--- src/rtl/imm_pkg.sv ---
package imm_pkg;

    typedef enum logic [1:0] {
        ST_IDLE  = 2'd0,
        ST_ISSUE = 2'd1,
        ST_AWAIT = 2'd2
    } imm_state_e;

    localparam int unsigned ADDR_W     = 2;
    localparam logic [1:0]  REG_CMD    = 2'd0;
    localparam logic [1:0]  REG_RSP    = 2'd1;
    localparam logic [1:0]  REG_STAT   = 2'd2;
    localparam int unsigned BUSY_BIT   = 0;
    localparam int unsigned VALID_BIT  = 1;

endpackage

--- src/rtl/imm_seq.sv ---
module imm_seq
    import imm_pkg::*;
(
    input  logic clk,
    input  logic rst_n,
    input  logic launch_req,
    input  logic link_cmd_ready,
    input  logic link_rsp_valid,
    input  logic link_rsp_unsol,
    output logic busy,
    output logic issue,
    output logic capture
);

    imm_state_e state_q;
    imm_state_e state_d;

    // state register
    always_ff @(posedge clk) begin
        if (!rst_n) begin
            state_q <= ST_IDLE;
        end else begin
            state_q <= state_d;
        end
    end

    // transitions
    always_comb begin
        state_d = state_q;
        unique case (state_q)
            ST_IDLE: begin
                if (launch_req) begin
                    state_d = ST_ISSUE;
                end
            end
            ST_ISSUE: begin
                if (link_cmd_ready) begin
                    state_d = ST_AWAIT;
                end
            end
            ST_AWAIT: begin
                if (link_rsp_valid && !link_rsp_unsol) begin
                    state_d = ST_IDLE;
                end
            end
            default: state_d = ST_IDLE;
        endcase
    end

    // outputs
    always_comb begin
        busy    = 1'b0;
        issue   = 1'b0;
        capture = 1'b0;
        unique case (state_q)
            ST_IDLE: begin
                busy = 1'b0;
            end
            ST_ISSUE: begin
                busy  = 1'b1;
                issue = 1'b1;
            end
            ST_AWAIT: begin
                busy    = 1'b1;
                capture = link_rsp_valid && !link_rsp_unsol;
            end
            default: begin
                busy = 1'b0;
            end
        endcase
    end

    // offer held until accepted
    p_issue_hold_r4: assert property (@(posedge clk) disable iff (!rst_n)
        issue && !link_cmd_ready |=> issue);

    // capture ends the exchange
    p_capture_idle_r6: assert property (@(posedge clk) disable iff (!rst_n)
        capture |=> !busy);

    // unsolicited reply keeps waiting
    p_unsol_wait_r8: assert property (@(posedge clk) disable iff (!rst_n)
        (state_q == ST_AWAIT) && link_rsp_valid && link_rsp_unsol |=> busy && !issue);

    // no second offer straight after the wait
    p_no_reissue_r5: assert property (@(posedge clk) disable iff (!rst_n)
        (state_q == ST_AWAIT) |=> !issue);

    // nothing captured outside the wait state
    p_no_early_cap_r9: assert property (@(posedge clk) disable iff (!rst_n)
        (state_q != ST_AWAIT) |-> !capture);

endmodule

--- src/rtl/imm_regs.sv ---
module imm_regs
    import imm_pkg::*;
#(
    parameter int unsigned DATA_W = 32,
    parameter int unsigned STAT_W = 16
) (
    input  logic              clk,
    input  logic              rst_n,
    input  logic              reg_wr,
    input  logic [ADDR_W-1:0] reg_addr,
    input  logic [DATA_W-1:0] reg_wdata,
    input  logic              busy,
    input  logic              capture,
    input  logic [DATA_W-1:0] rsp_in,
    output logic [DATA_W-1:0] cmd_q,
    output logic [DATA_W-1:0] reg_rdata,
    output logic              launch_req
);

    localparam int unsigned PAD_W = DATA_W - STAT_W;

    logic [DATA_W-1:0] rsp_q;
    logic              valid_q;
    logic              wr_cmd;
    logic              wr_stat;
    logic              clr_valid;
    logic [STAT_W-1:0] stat_word;

    assign wr_cmd     = reg_wr && (reg_addr == REG_CMD);
    assign wr_stat    = reg_wr && (reg_addr == REG_STAT);
    assign clr_valid  = wr_stat && reg_wdata[VALID_BIT];
    assign launch_req = wr_stat && reg_wdata[BUSY_BIT] && !busy;

    always_ff @(posedge clk) begin
        if (!rst_n) begin
            cmd_q <= '0;
        end else if (wr_cmd && !busy) begin
            cmd_q <= reg_wdata;
        end
    end

    always_ff @(posedge clk) begin
        if (!rst_n) begin
            rsp_q <= '0;
        end else if (capture) begin
            rsp_q <= rsp_in;
        end
    end

    always_ff @(posedge clk) begin
        if (!rst_n) begin
            valid_q <= 1'b0;
        end else if (capture) begin
            valid_q <= 1'b1;
        end else if (clr_valid) begin
            valid_q <= 1'b0;
        end
    end

    always_comb begin
        stat_word            = '0;
        stat_word[BUSY_BIT]  = busy;
        stat_word[VALID_BIT] = valid_q;
    end

    always_comb begin
        unique case (reg_addr)
            REG_CMD:  reg_rdata = cmd_q;
            REG_RSP:  reg_rdata = rsp_q;
            REG_STAT: reg_rdata = {{PAD_W{1'b0}}, stat_word};
            default:  reg_rdata = '0;
        endcase
    end

    // command locked while busy
    p_cmd_locked_r3: assert property (@(posedge clk) disable iff (!rst_n)
        busy |=> $stable(cmd_q));

    // clearing write without capture drops valid
    p_valid_clear_r7: assert property (@(posedge clk) disable iff (!rst_n)
        clr_valid && !capture |=> !valid_q);

    // capture wins over a clear in the same cycle
    p_capture_prio_r7: assert property (@(posedge clk) disable iff (!rst_n)
        capture |=> valid_q && (rsp_q == $past(rsp_in)));

    // response register moves only on capture
    p_rsp_quiet_r8: assert property (@(posedge clk) disable iff (!rst_n)
        !capture |=> $stable(rsp_q));

endmodule

--- src/rtl/imm_cmd_port.sv ---
module imm_cmd_port
    import imm_pkg::*;
#(
    parameter int unsigned DATA_W = 32,
    parameter int unsigned STAT_W = 16
) (
    input  logic              clk,
    input  logic              rst_n,
    input  logic              reg_wr,
    input  logic [1:0]        reg_addr,
    input  logic [DATA_W-1:0] reg_wdata,
    output logic [DATA_W-1:0] reg_rdata,
    output logic              link_cmd_valid,
    input  logic              link_cmd_ready,
    output logic [DATA_W-1:0] link_cmd_data,
    input  logic              link_rsp_valid,
    input  logic              link_rsp_unsol,
    input  logic [DATA_W-1:0] link_rsp_data
);

    logic busy;
    logic issue;
    logic capture;
    logic launch_req;
    logic [DATA_W-1:0] cmd_q;

    imm_seq u_seq (
        .clk            (clk),
        .rst_n          (rst_n),
        .launch_req     (launch_req),
        .link_cmd_ready (link_cmd_ready),
        .link_rsp_valid (link_rsp_valid),
        .link_rsp_unsol (link_rsp_unsol),
        .busy           (busy),
        .issue          (issue),
        .capture        (capture)
    );

    imm_regs #(
        .DATA_W (DATA_W),
        .STAT_W (STAT_W)
    ) u_regs (
        .clk        (clk),
        .rst_n      (rst_n),
        .reg_wr     (reg_wr),
        .reg_addr   (reg_addr),
        .reg_wdata  (reg_wdata),
        .busy       (busy),
        .capture    (capture),
        .rsp_in     (link_rsp_data),
        .cmd_q      (cmd_q),
        .reg_rdata  (reg_rdata),
        .launch_req (launch_req)
    );

    assign link_cmd_valid = issue;
    assign link_cmd_data  = cmd_q;

    // launch from idle offers the command next cycle
    p_launch_r4: assert property (@(posedge clk) disable iff (!rst_n)
        reg_wr && (reg_addr == REG_STAT) && reg_wdata[BUSY_BIT] && !busy
        |=> link_cmd_valid && (link_cmd_data == $past(cmd_q)));

    // offered data stable until accepted
    p_cmd_stable_r4: assert property (@(posedge clk) disable iff (!rst_n)
        link_cmd_valid && !link_cmd_ready |=> $stable(link_cmd_data));

endmodule

--- config.mk ---
export PLATFORM = sky130hd
export DESIGN_NAME = imm_cmd_port
export DESIGN_NICKNAME = d
export VERILOG_FILES = /design/src/rtl/imm_pkg.sv /design/src/rtl/imm_seq.sv /design/src/rtl/imm_regs.sv /design/src/rtl/imm_cmd_port.sv
export SDC_FILE = /design/constraint.sdc
export NUM_CORES = 1
export LEC_CHECK = 0
export ABC_AREA = 1
export CAP_MARGIN = 20
export CORE_MARGIN = 2
export CORE_UTILIZATION = 44
export CTS_CLUSTER_SIZE = 16
export DETAILED_ROUTE_END_ITERATION = 8
export HOLD_SLACK_MARGIN = 0.08
export PLACE_DENSITY = 0.9
export REMOVE_ABC_BUFFERS = 1
export SYNTH_ARGS = -nofsm -noshare
export SYNTH_HDL_FRONTEND = slang
export SYNTH_SLANG_ARGS = --single-unit
--- constraint.sdc ---
create_clock -name clk -period 4.09 [get_ports clk]
set_clock_uncertainty 0.1 [all_clocks]
set_input_delay 0.818 -clock clk [delete_from_list [all_inputs] [get_ports clk]]
set_output_delay 0.818 -clock clk [all_outputs]
set_load 0.02 [all_outputs]
Word level (Yosys, flattened, before mapping)

Index checks and enable logic that the tools add are counted.
Widths: inputs -> output; s select.

Reduce and logical (&&, ||, !) cells: 14
Bitwise logic cells: 0
Order comparisons: 0
Divide/modulo/power cells: 0
Multiplexer cells: 10
Equality and inequality tests: 7
Shift-type cells: 0
Add/subtract/negate cells: 0
$mul: 0

Operators by type and width:

| cell               | count |
|---|---|
| $pmux 32 s3        | 1 |
| $logic_and 1x1->1  | 7 |
| $mux 2             | 3 |
| $pmux 2 s3         | 1 |
| $mux 1             | 5 |
| $eq 2x1->1 const B | 2 |
| $eq 2x2->1 const B | 2 |
| $logic_not 2->1    | 2 |
| $ne 2x2->1 const B | 2 |
| $reduce_and 3->1   | 1 |
| $logic_not 1->1    | 2 |
| $ne 2x1->1 const B | 1 |
| $reduce_bool 2->1  | 1 |
| $reduce_or 2->1    | 1 |

Bits of input ports: 72
Output and inout bits: 65
Bits in writable memories: 0
Latch bits: 0
ROM bits: 0
Logic and storage cells: 35
Memories kept: 0
Bits in registers: 67

Longest topological paths before layout

Gate-level depths: netlist of the first run.

Depth after elaboration: 7
Mapped depth: 9
Gate-level depth less buffers: 8

Cells and area by module

Synthesis of the first run repeated with hierarchy kept, for this count alone.

Cells, all modules: 406
Area total of the unflattened synthesis: 3,025.4 sq um

Modules (own cells, without submodules):

| module   | area an instance (sq um) | seq. area each (sq um) | cells an instance | instances |
|---|---|---|---|---|
| imm_regs | 2,846.5                  | 1,301.2                | 376               | 1 |
| imm_seq  | 178.9                    | 40.0                   | 30                | 1 |

Least setup slack after synthesis of the first run

Ideal clock, no wire load.

Path kind: in2out
From: input port reg_addr[1]
To: output port reg_rdata[10]
Data required time: 3,172 ps
Setup slack: 1,563 ps
Cell stages on the path: 4
Arrival: 1,609 ps
Path buffers: 1
Cells stage by stage: inv_1 -> nand2_1 -> clkbuf_1 -> o21ai_0

Longest elaborated chain between the ends: 2
Elaborated cells on any way between the ends: 4
Those cells by class: 2 x eq/ne; 1 x mux; 1 x reduce/logical

Ends and longest elaborated chain:

| item                               | RTL line           | text |
|---|---|---|
| start, declared                    | imm_cmd_port.sv:10 | `input logic [1:0] reg_addr,` |
| $eq 2x2->1 (tied with other cells) | imm_regs.sv:67     | `unique case (reg_addr)` |
| $pmux 32 s3 *                      | imm_regs.sv:67     |  |
| end, declared                      | imm_cmd_port.sv:12 | `output logic [DATA_W-1:0] reg_rdata,` |

Every way passes the cells marked *; elsewhere a longest branch is shown, timed or not.

Worst setup path after layout of the first run

From: input port reg_addr[0]
To: output port reg_rdata[11]

Same word-level chain as after synthesis.

==> metrics.yaml, run 1 <==
finalCriticalPeriod_ps: 3620
netlist_area_sq_um: 2810
hp-start: "u_regs.rsp_q[12]"
gp_congestion: 0.794
drv_slew: 0
nets: 591
clockRootBuffer: "clkbuf_8"
drt-total-wl_mm: 8.02
viasPerCell: 5.04
critPathMaxFanout: 32
hold_viol_final: 0
vias: 2996
hp-class: "reg -> reg"
post-place-ws_ps: 484
worst_slack_ps: 472
holdPathEnd: "u_regs.rsp_q[12]"
insertion_delay_ps: 320
rrSetupSlack_ps: 1870
htree_levels: 3
grt_max_degree: 68
die_h_um: 83.9
vdd_ir_drop_max_v: 0.000263
cts_setup_buffers: 0
avgRoutedWirePerCell_um: 13.5
reg2reg_from: "u_seq.state_q[0]"
leakage_nw: 1.66
worstPathRequired_ps: 3170
route.detailed.drc: 0
tightest_slew_ps: 966
grt-ovfl-total: 0
die_x_um: 83.9
syn_to_final_growth_pct: 55.6
first_pass_iters: 4
drt_iter0_markers: 72
clock.fmax_mhz: 276
cts_resized: 0
cts_tree: "built"
setup_viol: 0
cts_buffers: 9
critPathKind: "in -> out"
timing.rr.end: "u_regs.cmd_q[5]"
yosysSeqAreaShare_pct: 47.7
fin_setup_tns_ps: 0
dpl.hpwl_mm: 5.39
min_path_cells: 2
status: "complete, no violations"
die-area_sq_um: 7050
startpoint_type: "input port"
yosys.area.top_type_share_pct: 47.7
power_density_nw_per_um2: 409
synth_top_area_cell: "dfxtp_1"
start_util_pct: 44.8
clk_pin_slew_ps: 70
period_share_pct: 88.5
ioPinCount: 137
rows: 29
critical_path.endpoint_type: "primary output"
netlist_instances: 389
ff2ff_path_depth: 9
port_buffers: 136
cap_violations: 0
synth_cell_types: 17
rsz0062_at_grt: "false"
grt.total_usage_pct: 22.5
cts_max_path_buffers: 2
whs_ps: 351
drive_gt1_share_pct: 4.63
grt_pass1_vias: 3004
crit_start: "reg_addr[0]"
antenna_found_initial: 0
clock-sinks: 67
relSlewSlack_pct: 35.6
n_antenna_cell: 0
coreArea_sq_um: 6280
holdBufCountCts: 0
ys_warn_count: 0
avgSynthCellArea_sq_um: 7.23
cp.arrival_ps: 2700
ys_ff_latch: 67
antenna_left: 0
synth_area_leaders: "dfxtp_1 (48%), o21ai_0 (16%), nor2_1 (9.2%)"
grt_pass1_wl_mm: 13.0
[worst max-delay path by stage]
stage	endpoint	slack, ps	cells past startpoint
floorplan	reg_rdata[0]	1020	3
global placement	reg_rdata[25]	550	6
detailed placement	reg_rdata[3]	480	6
CTS	reg_rdata[3]	470	6
global route	reg_rdata[11]	370	6
finish	reg_rdata[11]	470	6
[through the flow]
stage | instance area, sq um | utilization, % | std cells | power (mW)
finish | 4380 | 69.7 | 595 | 1.79
global route | 4380 | 69.7 | 595 | 1.89
CTS | 4360 | 69.4 | 594 | 1.80
detailed placement | 4180 | 66.5 | 579 | 1.31
global placement | 4180 | 66.5 | 579 | 1.29
floorplan | 2690 | - | 363 | 1.04
[registers in the layout (all words and copies together) (netlist names)]
name and count:
u_regs.rsp_q 32, u_regs.cmd_q 32, u_regs.valid_q 1, u_seq.state_q 2
[power breakdown]
part / switching, mW / internal [mW] / leakage (nW)
combinational: 0.274 / 0.244 / 1.02
sequential: 0.0466 / 0.736 / 0.544
clock: 0.224 / 0.265 / 0.0953
[critical path, stage by stage]
cell,delay [ps]
clkdlybuf4s50_1,530
nor2_2,120
buf_4,340
nand2_1,90
o21ai_0,110
clkdlybuf4s50_1,670
[synthesized netlist by cell type]
master / instances
clkbuf_1: 10
nor3_4: 1
nand3_1: 5
nand2_2: 1
buf_2: 16
inv_2: 1
o211ai_1: 2
dfxtp_1: 67
o21ai_0: 91
o21bai_1: 1
o21ai_1: 3
ha_1: 5
a21boi_0: 1
nand2_1: 39
nor2_1: 69
a21oi_1: 35
inv_1: 42
[cell type report]
| type | count | area (sq um) |
|---|---|---|
| fillers | 515 | 1900 |
| repair buffers | 140 | 1400 |
| flip-flops and latches | 67 | 1340 |
| multi-input cells | 253 | 1200 |
| clock buffers | 13 | 169 |
| inverters | 43 | 161 |
| well taps | 77 | 96.3 |
| clock inverters | 2 | 10.0 |
[layout by cell type (no fill, tap or decap), types with 4 or more instances in the layout]
cell type	synthesis	routed
a21oi_1	35	35
clkbuf_8	0	12
clkdlybuf4s50_1	0	135
dfxtp_1	67	67
ha_1	5	5
inv_1	42	42
nand2_1	39	39
nand3_1	5	4
nor2_1	69	68
o21ai_0	91	91
[logic make-up after synthesis]
family	synth area share [%]
buffers and inverters	9.92
flip-flops	47.7
AND/OR/NAND/NOR	16.1
AO/OA/AOI/OAI	24.0
adder cells (fa/ha/maj)	2.23
[per-layer routing]
metal / up-vias / global-route usage [%] / share of wire [%]
met5: - / 0 / 0
met4: 0 / 9.09 / 1.7
met3: 15 / 6.03 / 6.4
met2: 107 / 41.7 / 51
met1: 1376 / 24.0 / 41
li1: 1498 / - / -
No activity file was read; power rests on OpenSTA's default activity.
==> run 2, diff against run 1 <==
- CORE_MARGIN: 2 -> not set
- REMOVE_ABC_BUFFERS: 1 -> not set
==> run 2 against run 1 <==
Net effect:
- die area fell by 4.7%
- sequential power barely moved
- critical path depth did not move
- utilization rose by 2.3 points
- via count rose by 0.10%
- power fell by 3.2%
- clock power fell by 13%
- first-iteration DRC count rose by 13%
- setup slack improved by 7.2 ps
- sequential share of layout area rose by 0.27 points
- cell area fell by 0.86%
- largest cell class unchanged
- highest routed layer unchanged
==> metrics.yaml, run 2 (synthesis gave the netlist of run 1 again) <==
port_buffers: 136  # unchanged
critPathKind: "in -> out"
hold_viol_final: 0  # unchanged
p_switching_mw: 0.545  # about the same
total_power_mw: 1.73  # -3.2%
nets: 591  # unchanged
viasPerCell: 5.08  # +0.95%
rsz0062_at_grt: "false"
power_density_nw_per_um2: 399  # -2.4%
nFillCells: 498  # -3.3%
fin_setup_tns_ps: 0  # unchanged
avgRoutedWirePerCell_um: 14.1  # +4.3%
grt.busiest_layer: "met2"
n_antenna_cell: 0  # unchanged
cts_max_path_buffers: 2  # unchanged
dpl.hpwl_mm: 5.45  # +1.2%
insertion_delay_ps: 330  # about the same
cp_common_cell: "clkdlybuf4s50_1"
timing.rr.end: "u_regs.cmd_q[7]"
reg2reg_from: "u_seq.state_q[0]"
startpoint_type: "input port"
start_util_pct: 46.7  # +1.9 points
power_frac_clock_pct: 24.5  # -2.8 points
cts_resized: 0  # unchanged
grt_pass1_wl_mm: 13.1  # +0.84%
hp-class: "reg -> reg"
drt_iter0_markers: 81  # +13%
path_cells: "clkdlybuf4s50_1, nor2_2, buf_4, nand2_1, o211ai_1, clkdlybuf4s50_1"
min_path_cells: 2  # unchanged
critPathMaxFanout: 32  # unchanged
route.detailed.drc: 0  # unchanged
holdBufCountCts: 0  # unchanged
finalCriticalPeriod_ps: 3610  # -7.23 ps
cap_violations: 0  # unchanged
drt-total-wl_mm: 8.30  # +3.4%
gp_congestion: 0.719  # -9.4%
mostFrequentLayoutCells: "clkdlybuf4s50_1 (135), o21ai_0 (91), nor2_1 (68), dfxtp_1 (67), inv_1 (42)"
die-area_sq_um: 6710  # -4.7%
leakage_nw: 1.64  # -1.3%
syn-num-nets: 466
holdPathEnd: "u_regs.rsp_q[24]"
worstPathRequired_ps: 3170  # about the same
vias: 2999  # +0.10%
ff2ff_path_depth: 8  # -1
hp-start: "u_regs.rsp_q[24]"
clk_pin_slew_ps: 60  # about the same
first_pass_iters: 4  # unchanged
grt.total_usage_pct: 25.8  # +3.2 points
cts_buffers: 9  # unchanged
sw_frac_of_total_pct: 31.5  # +1.0 points
clockRootBuffer: "clkbuf_8"
relSlewSlack_pct: 35.1  # -0.45 points
grt_max_degree: 68  # unchanged
rows: 28  # -3.4%
antenna_found_initial: 0  # unchanged
die_h_um: 81.9  # -2.4%
antenna_left: 0  # unchanged
grt_pass1_vias: 2934  # -2.3%
coreArea_sq_um: 6030  # -4.0%
drv_slew: 0  # unchanged
die_x_um: 81.9  # -2.4%
grt-ovfl-total: 0  # unchanged
reg_top3: "u_regs.cmd_q x32, u_regs.rsp_q x32, u_seq.state_q x2"
setup_viol: 0  # unchanged
cp.arrival_ps: 2690  # about the same
drive_gt1_share_pct: 3.88  # -0.75 points
p_seq_share_pct: 45.3  # +1.5 points
critPathSlowestCell: "clkdlybuf4s50_1"
cts_setup_buffers: 0  # unchanged
use_met3_pct: 8.56  # +2.5 points
final_common_cell: "clkdlybuf4s50_1"
tightest_slew_ps: 973  # +6.76 ps
slowest_delay_ps: 640  # -30 ps
clock.fmax_mhz: 277  # +0.20%
syn_to_final_growth_pct: 54.3
pwr-share-comb_pct: 30.2  # +1.3 points
clock-sinks: 67  # unchanged
grtUsageMet2_pct: 44.5  # +2.8 points
p_int_mw: 1.19  # -4.6%
htree_levels: 3  # unchanged
critical_path.endpoint_type: "primary output"
period_share_pct: 88.3  # -0.18 points
grt_util_met1_pct: 28.2  # +4.2 points
rrSetupSlack_ps: 1800  # -70 ps
status: "complete, no violations"
ioPinCount: 137  # unchanged
cts_tree: "built"
vdd_ir_drop_max_v: 0.000228  # -13%
==> run 2: cell types whose count changed in the layout (fill, tap and decap cells not counted), sizes merged <==
| cell | previous run | this run |
|---|---|---|
| clkinv | 2 | 1 |
| clkbuf | 13 | 11 |
==> run 2: worst max path at each step <==
stage                      from             to  cells after the start
floorplan           reg_addr[1]  reg_rdata[10]                      4
global placement    reg_addr[1]  reg_rdata[19]                      6
detailed placement  reg_addr[1]   reg_rdata[1]                      6
CTS                 reg_addr[1]   reg_rdata[1]                      6
global route        reg_addr[1]   reg_rdata[1]                      6
finish              reg_addr[1]   reg_rdata[1]                      6
==> run 2: per-layer routing <==
| layer | routed length, um | up-vias |
|---|---|---|
| met5 | 0 | - |
| met4 | 92 | 0 |
| met3 | 715 | 10 |
| met1 | 3410 | 1381 |
| li1 | - | 1496 |
| met2 | 4080 | 112 |
==> run 2: area by class of cell <==
| cell class | instances | area [sq um] | share of cell area (%) |
|---|---|---|---|
| clock inverters | 1 | 5.00 | 0.115 |
| inverters | 43 | 161 | 3.72 |
| flip-flops and latches | 67 | 1340 | 30.9 |
| clock buffers | 11 | 131 | 3.03 |
| well taps | 75 | 93.8 | 2.16 |
| repair buffers | 140 | 1410 | 32.4 |
| multi-input cells | 253 | 1200 | 27.6 |
==> run 2: power groups by stage <==
| stage | combinational [mW] | sequential, mW | clock [mW] |
|---|---|---|---|
| 2_1_floorplan | 0.220 | 0.839 | 0 |
| 4_1_cts | 0.521 | 0.784 | 0.435 |
| 3_5_place_dp | 0.515 | 0.797 | 0 |
| 5_1_grt | 0.574 | 0.794 | 0.465 |
| 6_report | 0.524 | 0.785 | 0.424 |
| 3_3_place_gp | 0.501 | 0.794 | 0 |
==> run 2: stage by stage <==
stage               instance area, sq um  instances  hold slack, ps  utilization [%]  worst slack, ps
floorplan                           2810        389             324                -             1560
global placement                    4170        577             334             69.3              562
detailed placement                  4170        577             339             69.3              478
CTS                                 4310        589             349             71.5              477
global route                        4340        590             372             72.0              375
finish                              4340        590             349             72.0              479
==> run 2: worst max-delay path: cells and delay by family <==
kind                   cells  cell delay, ps
AOI/OAI and AO/OA          1             130
and+or+nand+nor            2             230
buffers and inverters      3            1510
